`config.mk`:
```
export PLATFORM = sky130hd
export DESIGN_NAME = dmy_phase_seq
export DESIGN_NICKNAME = d
export VERILOG_FILES = /design/src/rtl/dmy_seq_pkg.sv /design/src/rtl/dmy_cfg_dec.sv /design/src/rtl/dmy_tick_ctr.sv /design/src/rtl/dmy_mode_shift.sv /design/src/rtl/dmy_phase_seq.sv
export SDC_FILE = /design/constraint.sdc
export NUM_CORES = 1
export LEC_CHECK = 0
export BUFFER_PORTS_ARGS = -buffer_cell sky130_fd_sc_hd__buf_2
export CORE_MARGIN = 10
export CORE_UTILIZATION = 53
export CTS_CLUSTER_SIZE = 10
export DETAILED_ROUTE_END_ITERATION = 6
export PLACE_DENSITY_LB_ADDON = 0.12
export SKIP_LAST_GASP = 1
export SLEW_MARGIN = 20
export SYNTH_ARGS = -nofsm -noshare
export SYNTH_HDL_FRONTEND = slang
export SYNTH_SLANG_ARGS = --single-unit
```
`constraint.sdc`:
```
create_clock -name clk_i -period 3 [get_ports clk_i]
set_input_delay 0.75 -clock clk_i [delete_from_list [all_inputs] [get_ports clk_i]]
set_output_delay 0.75 -clock clk_i [all_outputs]
set_load 0.03 [all_outputs]
```
`src/rtl/dmy_seq_pkg.sv`:
```
package dmy_seq_pkg;
  localparam int unsigned LANES = 4;

  typedef enum logic [1:0] {
    W_X1  = 2'd0,
    W_X2  = 2'd1,
    W_X4  = 2'd2,
    W_RSV = 2'd3
  } width_e;

  typedef enum logic [1:0] {
    TRI_NOW    = 2'd0,
    TRI_HALF   = 2'd1,
    TRI_FULL   = 2'd2,
    TRI_NEVER  = 2'd3
  } tri_code_e;
endpackage

```
`src/rtl/dmy_cfg_dec.sv`:
```
module dmy_cfg_dec
  import dmy_seq_pkg::*;
#(
  parameter int unsigned MODE_W = 8,
  parameter int unsigned CNT_W  = 3,
  parameter int unsigned TICK_W = 7
) (
  input  logic [1:0]        width_i,
  input  logic [CNT_W-1:0]  bytes_i,
  input  logic [1:0]        tri_i,
  output logic [1:0]        lg_o,
  output logic [LANES-1:0]  mask_o,
  output logic [TICK_W-1:0] total_o,
  output logic [TICK_W-1:0] groups_o,
  output logic [TICK_W-1:0] thr_o,
  output logic              never_o
);
  localparam int unsigned BYTE_SH = $clog2(MODE_W);

  always_comb begin
    case (width_e'(width_i))
      W_X2:    begin lg_o = 2'd1; mask_o = LANES'(4'b0011); end
      W_X4:    begin lg_o = 2'd2; mask_o = LANES'(4'b1111); end
      default: begin lg_o = 2'd0; mask_o = LANES'(4'b0001); end
    endcase
    total_o  = TICK_W'(bytes_i) << (BYTE_SH - 32'(lg_o));
    groups_o = TICK_W'(MODE_W) >> lg_o;
    never_o  = 1'b0;
    case (tri_code_e'(tri_i))
      TRI_NOW:   thr_o = '0;
      TRI_HALF:  thr_o = TICK_W'(MODE_W / 2) >> lg_o;
      TRI_FULL:  thr_o = TICK_W'(MODE_W) >> lg_o;
      default: begin
        thr_o   = '0;
        never_o = 1'b1;
      end
    endcase
  end
endmodule

```
`src/rtl/dmy_tick_ctr.sv`:
```
module dmy_tick_ctr #(
  parameter int unsigned TICK_W = 7
) (
  input  logic              clk_i,
  input  logic              rst_ni,
  input  logic              load_i,
  input  logic              adv_i,
  input  logic [TICK_W-1:0] total_i,
  output logic              active_o,
  output logic [TICK_W-1:0] cnt_o,
  output logic              done_o
);
  logic [TICK_W:0] cnt_nxt;
  assign cnt_nxt = {1'b0, cnt_o} + 1'b1;

  always_ff @(posedge clk_i or negedge rst_ni) begin
    if (!rst_ni) begin
      active_o <= 1'b0;
      cnt_o    <= '0;
      done_o   <= 1'b0;
    end else begin
      done_o <= 1'b0;
      if (load_i) begin
        active_o <= 1'b1;
        cnt_o    <= '0;
      end else if (adv_i && active_o) begin
        // zero-length gap also ends here on the first tick
        if (cnt_nxt >= {1'b0, total_i}) begin
          active_o <= 1'b0;
          done_o   <= 1'b1;
        end else begin
          cnt_o <= cnt_nxt[TICK_W-1:0];
        end
      end
    end
  end
endmodule

```
`src/rtl/dmy_mode_shift.sv`:
```
module dmy_mode_shift
  import dmy_seq_pkg::*;
#(
  parameter int unsigned MODE_W = 8
) (
  input  logic              clk_i,
  input  logic              rst_ni,
  input  logic              load_i,
  input  logic [MODE_W-1:0] mode_i,
  input  logic              shift_i,
  input  logic [1:0]        lg_i,
  output logic [LANES-1:0]  group_o
);
  logic [MODE_W-1:0] sr_q;
  int unsigned nl;

  always_ff @(posedge clk_i or negedge rst_ni) begin
    if (!rst_ni) begin
      sr_q <= '0;
    end else if (load_i) begin
      sr_q <= mode_i;
    end else if (shift_i) begin
      case (lg_i)
        2'd0:    sr_q <= sr_q << 1;
        2'd1:    sr_q <= sr_q << 2;
        default: sr_q <= sr_q << 4;
      endcase
    end
  end

  // top lanes-wide slice, highest lane gets the MSB
  always_comb begin
    nl      = 32'd1 << lg_i;
    group_o = '0;
    for (int l = 0; l < LANES; l++) begin
      if (l < nl) group_o[l] = sr_q[MODE_W - nl + l];
    end
  end
endmodule

```
`src/rtl/dmy_phase_seq.sv`:
```
module dmy_phase_seq
  import dmy_seq_pkg::*;
#(
  parameter int unsigned MODE_W = 8,
  parameter int unsigned CNT_W  = 3
) (
  input  logic              clk_i,
  input  logic              rst_ni,
  input  logic              start_i,
  input  logic [1:0]        width_i,
  input  logic [CNT_W-1:0]  dummy_bytes_i,
  input  logic [MODE_W-1:0] mode_i,
  input  logic [1:0]        tri_code_i,
  input  logic              tick_i,
  output logic [LANES-1:0]  dq_o,
  output logic [LANES-1:0]  dq_oe_o,
  output logic              done_o
);
  localparam int unsigned TICK_W = CNT_W + $clog2(MODE_W) + 1;

  logic [1:0]        lg_d, lg_q;
  logic [LANES-1:0]  mask_d, mask_q;
  logic [TICK_W-1:0] total_d, total_q;
  logic [TICK_W-1:0] groups_d, groups_q;
  logic [TICK_W-1:0] thr_d, thr_q;
  logic              never_d, never_q;
  logic              active_q, load, shift, oe_on;
  logic [TICK_W-1:0] cnt_q;
  logic [LANES-1:0]  group;

  dmy_cfg_dec #(.MODE_W(MODE_W), .CNT_W(CNT_W), .TICK_W(TICK_W)) u_dec (
    .width_i (width_i),
    .bytes_i (dummy_bytes_i),
    .tri_i   (tri_code_i),
    .lg_o    (lg_d),
    .mask_o  (mask_d),
    .total_o (total_d),
    .groups_o(groups_d),
    .thr_o   (thr_d),
    .never_o (never_d)
  );

  assign load = start_i && !active_q;

  always_ff @(posedge clk_i or negedge rst_ni) begin
    if (!rst_ni) begin
      lg_q     <= '0;
      mask_q   <= '0;
      total_q  <= '0;
      groups_q <= '0;
      thr_q    <= '0;
      never_q  <= 1'b0;
    end else if (load) begin
      lg_q     <= lg_d;
      mask_q   <= mask_d;
      total_q  <= total_d;
      groups_q <= groups_d;
      thr_q    <= thr_d;
      never_q  <= never_d;
    end
  end

  dmy_tick_ctr #(.TICK_W(TICK_W)) u_ctr (
    .clk_i   (clk_i),
    .rst_ni  (rst_ni),
    .load_i  (load),
    .adv_i   (tick_i),
    .total_i (total_q),
    .active_o(active_q),
    .cnt_o   (cnt_q),
    .done_o  (done_o)
  );

  // stop shifting on the last mode group so the pins hold it
  assign shift = tick_i && active_q && ((cnt_q + 1'b1) < groups_q);

  dmy_mode_shift #(.MODE_W(MODE_W)) u_shift (
    .clk_i  (clk_i),
    .rst_ni (rst_ni),
    .load_i (load),
    .mode_i (mode_i),
    .shift_i(shift),
    .lg_i   (lg_q),
    .group_o(group)
  );

  assign oe_on   = active_q && (cnt_q < total_q) && (never_q || (cnt_q < thr_q));
  assign dq_oe_o = oe_on ? mask_q : '0;
  assign dq_o    = active_q ? (group & mask_q) : '0;
endmodule

```
== Yosys cells after proc, flatten, opt, wreduce, memory -nomap -nowiden ==
Cells that the tools add are included.

* Add/sub/neg operators: 7
* Multiply operators: 0
* Div/mod/pow operators: 0
* Magnitude comparators: 12
* Equal/unequal tests: 6
* Shift-type cells: 4
* Muxes and demuxes: 30
* Bitwise logic cells: 1
* Reduce and logical (&&, ||, !) cells: 15

{| class="wikitable"
|+ Operators with widths
! kind !! count
|-
| 32-bit by 4-bit < comparator with 1-bit output, second input constant || 4
|-
| 32-bit by 2-bit adder with 32-bit output, second input constant || 2
|-
| 1-bit by 32-bit < comparator with 1-bit output, first input constant || 2
|-
| 2-bit by 32-bit < comparator with 1-bit output, first input constant || 2
|-
| 32-bit by 1-bit adder with 32-bit output, second input constant || 1
|-
| 1-bit by 2-bit << shifter with 32-bit output, first input constant || 1
|-
| 3-bit by 32-bit << shifter with 7-bit output || 1
|-
| 4-bit by 32-bit subtractor with 32-bit output, first input constant || 1
|-
| 7-bit < comparator || 3
|-
| 7-bit 2-to-1 mux || 3
|-
| 8-bit 2-to-1 mux || 2
|-
| 8-bit case mux with 2 select lines || 1
|-
| 1-bit 2-to-1 mux || 15
|-
| 7-bit case mux with 2 select lines || 1
|-
| 1-bit binary-select mux with 3-bit select || 4
|-
| 7-bit by 1-bit adder with 8-bit output, second input constant || 1
|-
| 8-bit by 7-bit >= comparator with 1-bit output || 1
|-
| 4-bit 2-to-1 mux || 2
|-
| 4-bit case mux with 2 select lines || 1
|-
| 7-bit by 1-bit adder with 7-bit output, second input constant || 1
|-
| 3-bit by 2-bit right shift with 7-bit output, first input constant || 1
|-
| 4-bit by 2-bit right shift with 7-bit output, first input constant || 1
|-
| 2-bit by 1-bit == test with 1-bit output, second input constant || 3
|-
| 2-bit nonzero test || 3
|-
| 11 further kinds || 18
|}

* Register bits: 45
* Latch bits: 0
* Memory bits (writable): 0
* Bits in read-only memories: 0
* Bits of input ports: 19
* Output and inout bits: 9
* Logic and storage cells: 85
* Memories kept: 0

== Depth between registers and ports, before layout ==
Gate-level depths: netlist of the first run.

* Word-level depth: 8
* Depth in mapped cells: 12
* Gate-level depth less buffers: 9

== Cells and area by module ==
From an unflattened synthesis of the first run, not the netlist that was laid out.

* Cells, all modules: 379
* Area total of the unflattened synthesis: 3532.1 um^2

{| class="wikitable"
|+ Modules (own cells, without submodules)
! module !! times used !! cells an instance !! area each (um^2) !! sequential area each (um^2)
|-
| dmy_phase_seq || 1 || 170 || 1667.8 || 700.7
|-
| dmy_mode_shift || 1 || 89 || 845.8 || 200.2
|-
| dmy_tick_ctr || 1 || 75 || 691.9 || 225.2
|-
| dmy_cfg_dec || 1 || 45 || 326.6 || 0.0
|}

== Worst setup path after synthesis of the first run ==
Ideal clock, no wire load.

* Kind: register to output
* Start: reg, netlist name groups_q[1]
* End: out dq_o[2]
* Arrival time: 2714 ps
* Required time: 2250 ps
* Setup slack: -464 ps
* Stages on the path, launching flop included: 10
* Buffers on the path: 2
* Cell sequence: dfrtp_1 -> inv_1 -> ha_1 -> clkbuf_1 -> clkbuf_1 -> inv_1 -> ha_1 -> mux4_2 -> mux2i_1 -> nor3_1

{| class="wikitable"
|+ RTL lines
! element !! line !! text
|-
| end: declaration || dmy_phase_seq.sv:15 || <nowiki>output logic [LANES-1:0] dq_o,</nowiki>
|}

== Final worst setup path of the first run ==
* Start: reg lg_q[0]
* End: out dq_o[0]

* Word-level cells in the longest chain between the ends: 7
* Elaborated cells on any way between the ends: 8
* Those cells by class: 1 x add/sub; 1 x order compare; 1 x shift; 4 x mux; 1 x bitwise

{| class="wikitable"
|+ Ends and longest elaborated chain
! element !! line !! text
|-
| start: declaration || dmy_phase_seq.sv:21 || <nowiki>logic [1:0] lg_d, lg_q;</nowiki>
|-
| start signal: assignment || dmy_phase_seq.sv:54 || <nowiki>lg_q <= lg_d;</nowiki>
|-
| 1-bit by 2-bit << shifter with 32-bit output (*) || dmy_mode_shift.sv:33 || <nowiki>nl = 32'd1 << lg_i;</nowiki>
|-
| 4-bit by 32-bit subtractor with 32-bit output || dmy_mode_shift.sv:36 || <nowiki>if (l < nl) group_o[l] = sr_q[MODE_W - nl + l];</nowiki>
|-
| 1-bit binary-select mux with 3-bit select || dmy_mode_shift.sv:36 ||
|-
| 1-bit 2-to-1 mux (not written as such) || dmy_mode_shift.sv:36 ||
|-
| 1-bit 2-to-1 mux (*) || dmy_mode_shift.sv:36 ||
|-
| 4-bit AND (*) || dmy_phase_seq.sv:89 || <nowiki>assign dq_o = active_q ? (group & mask_q) : '0;</nowiki>
|-
| 4-bit 2-to-1 mux (*) || dmy_phase_seq.sv:89 ||
|}

Mark *: on every way between the ends. The rest lies on a longest branch, timed or not. The select of a mux whose other input is x is not followed.

==> results of run 1 <==
[flip-flops by register name (all words and copies together) (netlist names)]
signal	cells
u_shift.sr_q	8
u_ctr.cnt_o	7
total_q	6
thr_q	4
groups_q	3
mask_q	2
lg_q	1
never_q	1
u_ctr.active_o	1
u_ctr.done_o	1
[metal layers]
| layer | up-vias | track usage | wire [um] |
|---|---|---|---|
| met5 | - | 0 | 0 |
| met3 | 11 | 0.0349 | 240 |
| met2 | 44 | 0.212 | 2630 |
| li1 | 1062 | - | - |
| met1 | 980 | 0.210 | 2970 |
| met4 | 0 | 0.0620 | 119 |
[cells in the mapped netlist (2+ instances only)]
library cell	number
a21o_1	2
a21oi_1	8
a221o_1	4
a22o_1	2
a22oi_1	6
and3_1	4
buf_1	2
clkbuf_1	11
dfrtp_1	34
ha_1	32
inv_1	21
mux2i_1	10
mux4_2	7
nand2_1	33
nand2b_1	4
nand3_1	6
nand4_1	2
nor2_1	16
nor2b_1	2
nor3_1	4
nor3b_1	2
nor4_1	3
o21ai_0	9
o21ai_1	22
o22ai_1	2
or3_1	3
or4_1	2
xnor2_1	2
xor2_1	3
[what timing repair did]
| item | in CTS | in global routing |
|---|---|---|
| endpoints found under the hold margin | 0 | 0 |
| resized for setup | 6 | 13 |
| buffers inserted | 1 | 2 |
| pin swaps | 0 | 1 |
| setup endpoints to repair | 3 | 6 |
[through the flow]
step | worst slack (ns) | hold WS (ns) | cell area (um2) | power (mW)
after global routing | -0.0357 | 0.506 | 3030 | 3.37
after CTS | 0.0164 | 0.476 | 2960 | 2.99
after detailed placement | 0.163 | 0.459 | 2820 | 2.50
after global placement | 0.231 | 0.474 | 2820 | 2.46
after floorplan | -0.00518 | 0.435 | 2600 | 2.02
final | 0.115 | 0.469 | 3030 | 3.10
[worst max-delay path, stage by stage (launching register included)]
cell and delay [ns]:
dfrtp_1 0.40, inv_2 0.13, ha_4 0.17, buf_6 0.15, mux4_2 0.49, o21ai_1 0.09, nor2_1 0.06, a21oi_2 0.15
nor2_4 0.03, buf_2 0.17
[cell families after synthesis]
family	after synthesis	share of synthesized area
buffers and inverters	36	0.0567
and+or+nand+nor	87	0.164
DFF	34	0.330
muxes	18	0.104
AOI/OAI and AO/OA	67	0.173
adders and majority gates	32	0.155
xor gates and xnor gates	5	0.0170
[area by class of cell]
class                   count  area share
clock buffers               6      0.0273
clock inverters             1     0.00991
inverters                  21      0.0260
multi-input cells         209       0.549
flip-flops and latches     34       0.281
well taps                  67      0.0277
repair buffers             39      0.0789
[power by group through the flow]
stage               clock (mW)  sequential, mW  combinational (mW)
finish                   0.434           0.770                1.90
CTS                      0.439           0.764                1.79
detailed placement           0           0.776                1.72
global placement             0           0.773                1.68
global route             0.463           0.790                2.12
floorplan                    0           0.738                1.28
[how the worst max path moves through the flow]
stage / from / endpoint / slack (ns) / depth (start not counted)
detailed placement: groups_q[1]$_DFFE_PN0P_ / dq_o[0] / 0.16 / 9
finish: lg_q[0]$_DFFE_PN0P_ / dq_o[0] / 0.11 / 9
floorplan: groups_q[1]$_DFFE_PN0P_ / dq_o[2] / -0.005 / 9
global placement: groups_q[1]$_DFFE_PN0P_ / dq_o[0] / 0.23 / 9
global route: lg_q[0]$_DFFE_PN0P_ / dq_o[0] / -0.04 / 9
CTS: lg_q[0]$_DFFE_PN0P_ / dq_o[0] / 0.02 / 9
==> metrics.txt, run 1 <==
status complete, no violations; worst vdd ir 509 uV; Worst R2R Path Depth 8; highest-count cells in the layout ignoring fill and taps 34 x dfrtp_1, 33 x nand2_1, 30 x ha_1, 23 x o21ai_1, 23 x buf_2; share of cells above drive strength 1 0.229; Reg2Reg Capture Point u_ctr.cnt_o[3]$_DFFE_PN0P_; # diodes 0; vias 2097; Psw 1.35 mW; sequential share of power 0.248; vias in the first global route 2079; Clock Path Buffers 2; Setup Crit Path Kind register to primary output; final setup vio count 0; clk_lat worst skew 0.29 ns; Yosys reg bits 34; CTS tree done; DRT iter0 DRCs 112; TritonCTS Sinks 34; leading cell type in the layout, fill and taps excluded dfrtp_1; TNS Setup 0 ns; largest net degree at the start of global routing 35; fraction of registers with async set/reset 1.00; clk root buf clkbuf_8; Synth top area share 0.330; initial antenna violation count 0; Avg Synthesized Cell Area 9.25 um2; Max-Cap Viols 0; Logic pwr share 0.612; Hold-fix buffers, CTS 0; Setup Skew 0.00365 ns; CP Capture Type primary output; Yosys warning count 0; max_slew headroom 0.474; RePlAce Congestion 0.878; worst-path fanout max 9; Hold Crit Endpoint mask_q[0]$_DFFE_PN0P_; Slew Limit Fails 0; Die Y 89.8 um; min-delay src mask_q[0]$_DFFE_PN0P_; DRC 0; R2R Path Start u_ctr.cnt_o[1]$_DFFE_PN0P_; starting density of the core 0.546; Syn Inst Count 279; flop-to-flop setup slack 0.31 ns; Final Hold Vio Count 0; Post-synth EDFFs 0; Yosys cell types 50; Mapped Nets 330; critical path launch point type register; Worst-path clk slew 0.07 ns; PD cells 1020 nW/um2; GRT overflow 0; Crit path arrival time 2.14 ns; total iterations of the first detailed-routing run 4; Post-Route WL 5.96 mm; Die Area 8060 um2; WL/cell 15.8 um; Seq/Total Area, Yosys 0.330; fin cells 377; Tcrit/Tclk final 0.962; io pins 28; Post-Syn Area 2580 um2; maximum clock rate 347 MHz; top post-synthesis cells by area dfrtp_1 33%, ha_1 16%, mux4_2 6.1%, nand2_1 4.8%, o21ai_1 4.3%; dpl cells 367; Num CTS Buffers 5; Vias/cell 5.56; worst hold path class register to register; num rows 25; Core ar. 4720 um2; htree depth 2; Leak Pwr 1.44 nW; FF/Latch Area 851 um2; dpl hpwl 4.51 mm; Layout area overhead 17.4%; Core Util, Final 0.641; clock network power share 0.140; sw frac 0.436; fillers 430; Final min period 2.89 ns; global-route wire length before repair 10.1 mm; hold path depth 1; CP Data Required Time 2.25 ns; Synth Flop Type dfrtp_1; Synth area leader dfrtp_1; die width 89.8 um; Multi-input gate area 1660 um2; All-Layer GR Usage 0.150; Buffers on Ports 27; Pint 1.75 mW; unrepaired setup endpoints after global routing yes; Routed Antenna Nets 0; Final #Nets 361; Least-Margin Pin Slew 0.790 ns
Power figures use the tool's default switching activity.
==> inputs of run 2 (changes only) <==
--- a/config.mk
+++ b/config.mk
@@ -7,12 +7,12 @@
 export LEC_CHECK = 0
 export BUFFER_PORTS_ARGS = -buffer_cell sky130_fd_sc_hd__buf_2
 export CORE_MARGIN = 10
-export CORE_UTILIZATION = 53
+export CORE_UTILIZATION = 55
+export CTS_BUF_LIST = sky130_fd_sc_hd__clkbuf_8
 export CTS_CLUSTER_SIZE = 10
 export DETAILED_ROUTE_END_ITERATION = 6
 export PLACE_DENSITY_LB_ADDON = 0.12
 export SKIP_LAST_GASP = 1
-export SLEW_MARGIN = 20
 export SYNTH_ARGS = -nofsm -noshare
 export SYNTH_HDL_FRONTEND = slang
 export SYNTH_SLANG_ARGS = --single-unit
==> run 2 against run 1 <==
  * Sequential power rose by 2%
  * First-iteration DRC count rose by 3.6%
  * Maximum frequency fell by 1.1%
  * Power rose by 4.4%
  * Clock skew rose by 0.0069 ns
  * Largest cell class unchanged
==> metrics.txt, run 2 (same netlist as run 1, synthesis figures left out) <==
CP Data Required Time 2.25 ns (about the same); share of cells above drive strength 1 0.254 (+0.0249); RePlAce Congestion 0.845 (-3.8%); PD cells 1060 nW/um2 (+3.2%); global-route wire length before repair 10.3 mm (+1.6%); Final Hold Vio Count 0 (unchanged); Tcrit/Tclk final 0.972 (+0.0105); largest net degree at the start of global routing 35 (unchanged); Hold Crit Endpoint total_q[3]$_DFFE_PN0P_; max FFs per register 8 (unchanged); Least-Margin Pin Slew 0.772 ns (-0.0177 ns); DRC 0 (unchanged); Crit path arrival time 2.17 ns (+0.03 ns); status complete, no violations; Cell Chain, Critical Path inv_2, ha_2, inv_1, ha_4, mux4_2, o21ai_1, nor2_1, a21oi_2, nor2_4, buf_2; maximum clock rate 343 MHz (-1.1%); Max-Cap Viols 0 (unchanged); largest register by flop count u_shift.sr_q; WL/cell 16.9 um (+7.2%); R2R Path Start u_ctr.cnt_o[1]$_DFFE_PN0P_; Psw 1.40 mW (+3.3%); Routed Antenna Nets 0 (unchanged); Reg2Reg Capture Point u_ctr.cnt_o[3]$_DFFE_PN0P_; clock network power share 0.160 (+0.020); vias 2185 (+4.2%); io pins 28 (unchanged); slowest stage delay, CP 0.40 ns (-0.09 ns); sw frac 0.432 (-0.00442); Largest regs u_shift.sr_q (8), u_ctr.cnt_o (7), total_q (6); Num CTS Buffers 5 (unchanged); final hold slack 0.488 ns (+0.0189 ns); Setup Crit Path Kind register to primary output; GR peak layer met2; Worst R2R Path Depth 8 (unchanged); starting density of the core 0.581 (+0.0343); Hold-fix buffers, CTS 0 (unchanged); Slew Limit Fails 0 (unchanged); Final min period 2.92 ns (+0.0314 ns); flop-to-flop setup slack 0.31 ns (about the same); global routing usage on met3 0.0423 (+0.00737); worst vdd ir 454 uV (-11%); TritonCTS Sinks 34 (unchanged); die width 88.5 um (-1.4%); dpl hpwl 4.44 mm (-1.6%); GRT overflow 0 (unchanged); htree depth 2 (unchanged); Clock Path Buffers 2 (unchanged); sequential share of power 0.243 (-0.005); CTS tree done; Leak Pwr 1.46 nW (+1.6%); vias in the first global route 2086 (+0.34%); Crit. Startpoint groups_q[1]$_DFFE_PN0P_; overall power 3.24 mW (+4.4%); Setup Skew 0.0106 ns (+0.00694 ns); Vias/cell 5.95 (+7.0%); Pint 1.84 mW (+5.2%); Core ar. 4440 um2 (-5.9%); worst-path fanout max 4 (-5); final setup vio count 0 (unchanged); M1 GR Usage 0.227 (+0.0164); Die Area 7830 um2 (-2.8%); highest-count cells in the layout ignoring fill and taps 33 x nand2_1, 33 x dfrtp_1, 29 x ha_1, 24 x buf_2, 22 x o21ai_1; DRT iter0 DRCs 116 (+3.6%); Final #Nets 365 (+1.1%); Buffers on Ports 27 (unchanged); # diodes 0 (unchanged); clk_lat worst skew 0.30 ns (about the same); total iterations of the first detailed-routing run 4 (unchanged); Die Y 88.5 um (-1.4%); hold path depth 2 (+1); min-delay src total_q[3]$_DFFE_PN0P_; met2 GRT Util 0.251 (+0.0387); slowest CP cell dfrtp_1; num rows 24 (-4.0%); CP Capture Type primary output; critical path launch point type register; clk root buf clkbuf_8; Post-Route WL 6.22 mm (+4.3%); Logic pwr share 0.597 (-0.015); Worst-path clk slew 0.08 ns (about the same); Core Util, Final 0.689 (+0.0479); Layout area overhead 18.7%; TNS Setup 0 ns (unchanged); worst hold path class register to register; All-Layer GR Usage 0.165 (+0.0157); initial antenna violation count 0 (unchanged); max_slew headroom 0.485 (+0.0118)
run 2: changes by cell type in the layout (fill, tap and decap cells not counted), moves of 2 or more:
cell and delta:
inv_1 -2, ha_2 +2, inv_2 +2, buf_4 +2
run 2: layout make-up:
cell class	instances	area [um2]
Clock buffer	5	68.8
Clock inverter	3	68.8
Fill cell	350	1380
Inverter	21	78.8
Multi-Input combinational cell	209	1660
Sequential cell	34	852
Tap cell	52	65.1
Timing Repair Buffer	43	274
run 2: worst max-delay path by stage:
stage,end,slack (ns)
after detailed placement,dq_o[0],0.18
after CTS,dq_oe_o[0],0.01
final,dq_o[0],0.08
after global routing,dq_o[0],-0.04
after floorplan,dq_o[2],-0.005
after global placement,dq_o[0],0.24
run 2: power by group through the flow:
| stage | logic (mW) | registers, mW | clock network, mW |
|---|---|---|---|
| after global routing | 2.13 | 0.808 | 0.555 |
| after CTS | 1.71 | 0.773 | 0.525 |
| final | 1.93 | 0.785 | 0.518 |
| after floorplan | 1.28 | 0.738 | 0 |
| after global placement | 1.65 | 0.778 | 0 |
| after detailed placement | 1.67 | 0.785 | 0 |
run 2: per-layer routing:
layer,share of wire,vias up
met4,0.0087,0
met3,0.071,6
met2,0.46,78
met1,0.46,1030
met5,0,-
li1,-,1071
run 2: what timing repair did:
action,CTS,global route
resized for setup,4,19
cloned,0,0
pin swaps,0,2
setup buffers,1,8
setup endpoints to repair,3,7
run 2: metrics by stage:
stage / instances / instance area (um2) / setup slack (ns)
floorplan: 279 / 2600 / -0.00518
global placement: 350 / 2790 / 0.237
detailed placement: 350 / 2790 / 0.184
CTS: 359 / 2940 / 0.0109
global route: 367 / 3060 / -0.0427
finish: 367 / 3060 / 0.0833
run 2: critical path, delay by kind of cell, from the launching register on:
family,cells,cell delay (ns)
adders and majority gates,2,0.51
buffers and inverters,3,0.35
and+or+nand+nor,2,0.09
DFF,1,0.40
AOI/OAI and AO/OA,2,0.23
muxes,1,0.28
==> inputs of run 3 (changes only) <==
--- a/config.mk
+++ b/config.mk
@@ -6,8 +6,10 @@
 export NUM_CORES = 1
 export LEC_CHECK = 0
 export BUFFER_PORTS_ARGS = -buffer_cell sky130_fd_sc_hd__buf_2
+export CELL_PAD_IN_SITES_DETAIL_PLACEMENT = 0
+export CELL_PAD_IN_SITES_GLOBAL_PLACEMENT = 1
 export CORE_MARGIN = 10
-export CORE_UTILIZATION = 55
+export CORE_UTILIZATION = 51
 export CTS_BUF_LIST = sky130_fd_sc_hd__clkbuf_8
 export CTS_CLUSTER_SIZE = 10
 export DETAILED_ROUTE_END_ITERATION = 6
==> constraint.sdc (replaced) <==
create_clock -name clk_i -period 3.69 [get_ports clk_i]
set_input_delay 0.9225 -clock clk_i [delete_from_list [all_inputs] [get_ports clk_i]]
set_output_delay 0.9225 -clock clk_i [all_outputs]
set_load 0.03 [all_outputs]
==> run 3 against run 2 <==
  * Utilization decreased by 9.9 points
  * Critical endpoint unchanged
  * Register-to-register slack better by 0.46 ns
  * Power is 32% lower
  * Sequential share of layout area rose by 2.1 points
  * Hold slack worse by 0.0065 ns
  * Combinational power shrank 34%
  * Critical path depth unchanged
  * First-iteration DRC count increased by 52%
  * Largest cell class unchanged
==> metrics.txt, run 3 (same netlist as run 1, synthesis figures left out) <==
TritonCTS Sinks 34 (unchanged); worst vdd ir 349 uV (-23%); Slew Limit Fails 0 (unchanged); Core ar. 4820 um2 (+8.4%); Num CTS Buffers 5 (unchanged); Hold Crit Endpoint mask_q[0]$_DFFE_PN0P_; largest net degree at the start of global routing 35 (unchanged); flop-to-flop setup slack 0.77 ns (+0.46 ns); Post-Route WL 5.94 mm (-4.5%); io pins 28 (unchanged); clk root buf clkbuf_8; share of cells above drive strength 1 0.163 (-0.0912); Setup Crit Path Kind register to primary output; Vias/cell 5.74 (-3.6%); DRC 0 (unchanged); Layout area overhead 10.1%; maximum clock rate 291 MHz; vias 2113 (-3.3%); Worst-path clk slew 0.07 ns (about the same); Largest regs u_shift.sr_q (8), u_ctr.cnt_o (7), total_q (6); status complete, no violations; num rows 25 (+4.2%); R2R Path Start u_ctr.cnt_o[0]$_DFFE_PN0P_; Final Hold Vio Count 0 (unchanged); max_slew headroom 0.471 (-0.0144); final setup vio count 0 (unchanged); Tcrit/Tclk final 0.933; # diodes 0 (unchanged); DRT iter0 DRCs 176 (+52%); Die Y 91.1 um (+3.0%); GRT overflow 0 (unchanged); Buffers on Ports 27 (unchanged); Worst R2R Path Depth 8 (unchanged); worst-path fanout max 10 (+6); All-Layer GR Usage 0.151 (-0.0139); CTS tree done; leading cell type in the layout, fill and taps excluded dfrtp_1; initial antenna violation count 0 (unchanged); htree depth 2 (unchanged); Final #Nets 351 (-3.8%); WL/cell 16.1 um (-4.7%); PD cells 779 nW/um2 (-26%); worst setup margin 0.248 ns (+0.165 ns); Crit path arrival time 2.52 ns (+0.35 ns); Final min period 3.44 ns; Routed Antenna Nets 0 (unchanged); critical path launch point type register; hold path depth 1 (-1); final hold slack 0.482 ns (-0.00647 ns); Reg2Reg Capture Point u_ctr.cnt_o[2]$_DFFE_PN0P_; CP Capture Type primary output; vias in the first global route 2090 (+0.19%); Least-Margin Pin Slew 0.793 ns (+0.0215 ns); highest-count cells in the layout ignoring fill and taps 34 x dfrtp_1, 33 x nand2_1, 32 x ha_1, 27 x buf_2; max FFs per register 8 (unchanged); CP Data Required Time 2.77 ns (+0.52 ns); unrepaired setup endpoints after global routing no; Clock Path Buffers 2 (unchanged); Max-Cap Viols 0 (unchanged); RePlAce Congestion 0.841 (-0.45%); post-CTS resize count 0 (-4); Leak Pwr 1.38 nW (-6.0%); Hold-fix buffers, CTS 0 (unchanged); min-delay src mask_q[0]$_DFFE_PN0P_; total iterations of the first detailed-routing run 4 (unchanged); Die Area 8310 um2 (+6.0%); pre-CTS worst setup slack 0.549 ns (+0.365 ns); largest register by flop count u_shift.sr_q; TNS Setup 0 ns (unchanged); clk_lat worst skew 0.29 ns (about the same); Setup Skew 0.00605 ns (-0.00454 ns); number of buffers inserted by post-CTS setup repair 0 (-1); starting density of the core 0.536 (-0.0450); global-route wire length before repair 10.4 mm (+1.4%); die width 91.1 um (+3.0%); dpl hpwl 4.53 mm (+2.2%); worst hold path class register to register
run 3: cell types whose count changed in the layout (fill, tap and decap cells not counted), moves of 2 or more:
cell / before / now
inv_2: 4 / 0
nor4_2: 2 / 0
nor4_1: 0 / 3
buf_2: 24 / 27
bufinv_16: 2 / 0
a21oi_2: 2 / 0
a21oi_1: 6 / 8
ha_2: 2 / 0
ha_1: 29 / 32
inv_1: 17 / 22
buf_4: 17 / 2
run 3: where the power goes:
group	total, mW	internal, mW	switching (mW)
sequential	0.648	0.498	0.150
combinational	1.28	0.555	0.726
clock	0.285	0.148	0.137
run 3: worst max-delay path by stage:
stage | to | start | depth (start not counted) | slack (ns)
after floorplan | dq_o[2] | groups_q[1]$_DFFE_PN0P_ | 9 | 0.05
after global placement | dq_o[0] | groups_q[1]$_DFFE_PN0P_ | 10 | 0.61
after detailed placement | dq_o[0] | groups_q[1]$_DFFE_PN0P_ | 10 | 0.55
after CTS | dq_o[0] | groups_q[1]$_DFFE_PN0P_ | 10 | 0.22
after global routing | dq_o[0] | groups_q[1]$_DFFE_PN0P_ | 10 | 0.006
final | dq_o[0] | groups_q[1]$_DFFE_PN0P_ | 10 | 0.25
run 3: worst max-delay path, cell delays in order, from the launching register on:
cell	delay (ns)
dfrtp_1	0.43
inv_1	0.17
ha_1	0.41
inv_1	0.09
ha_1	0.37
mux4_2	0.30
o21ai_1	0.08
nor2_1	0.05
a21oi_1	0.11
nor2_1	0.04
buf_2	0.17
run 3: through the flow:
step / utilization / total power [mW] / area [um2] / instances
6_report: 0.590 / 2.21 / 2840 / 368
5_1_grt: 0.590 / 2.44 / 2840 / 368
4_1_cts: 0.590 / 2.23 / 2840 / 368
3_5_place_dp: 0.571 / 1.93 / 2750 / 360
3_3_place_gp: 0.571 / 1.91 / 2750 / 360
2_1_floorplan: - / 1.62 / 2580 / 279
run 3: layout make-up:
type	count	area [um2]
Timing Repair Buffer	29	150
Clock inverter	2	8.76
Tap cell	67	83.8
Multi-Input combinational cell	209	1590
Sequential cell	34	851
Fill cell	486	1980
Inverter	21	78.8
Clock buffer	6	82.6
run 3: per-layer routing:
layer  GRT usage  part of all wire  vias to the layer above  wire, um
met1       0.213              0.49                     1005      2910
met4      0.0405             0.012                        0        72
met5           0                 0                        -         0
met2       0.224              0.43                       63      2580
met3      0.0387             0.065                        8       387
li1            -                 -                     1037         -
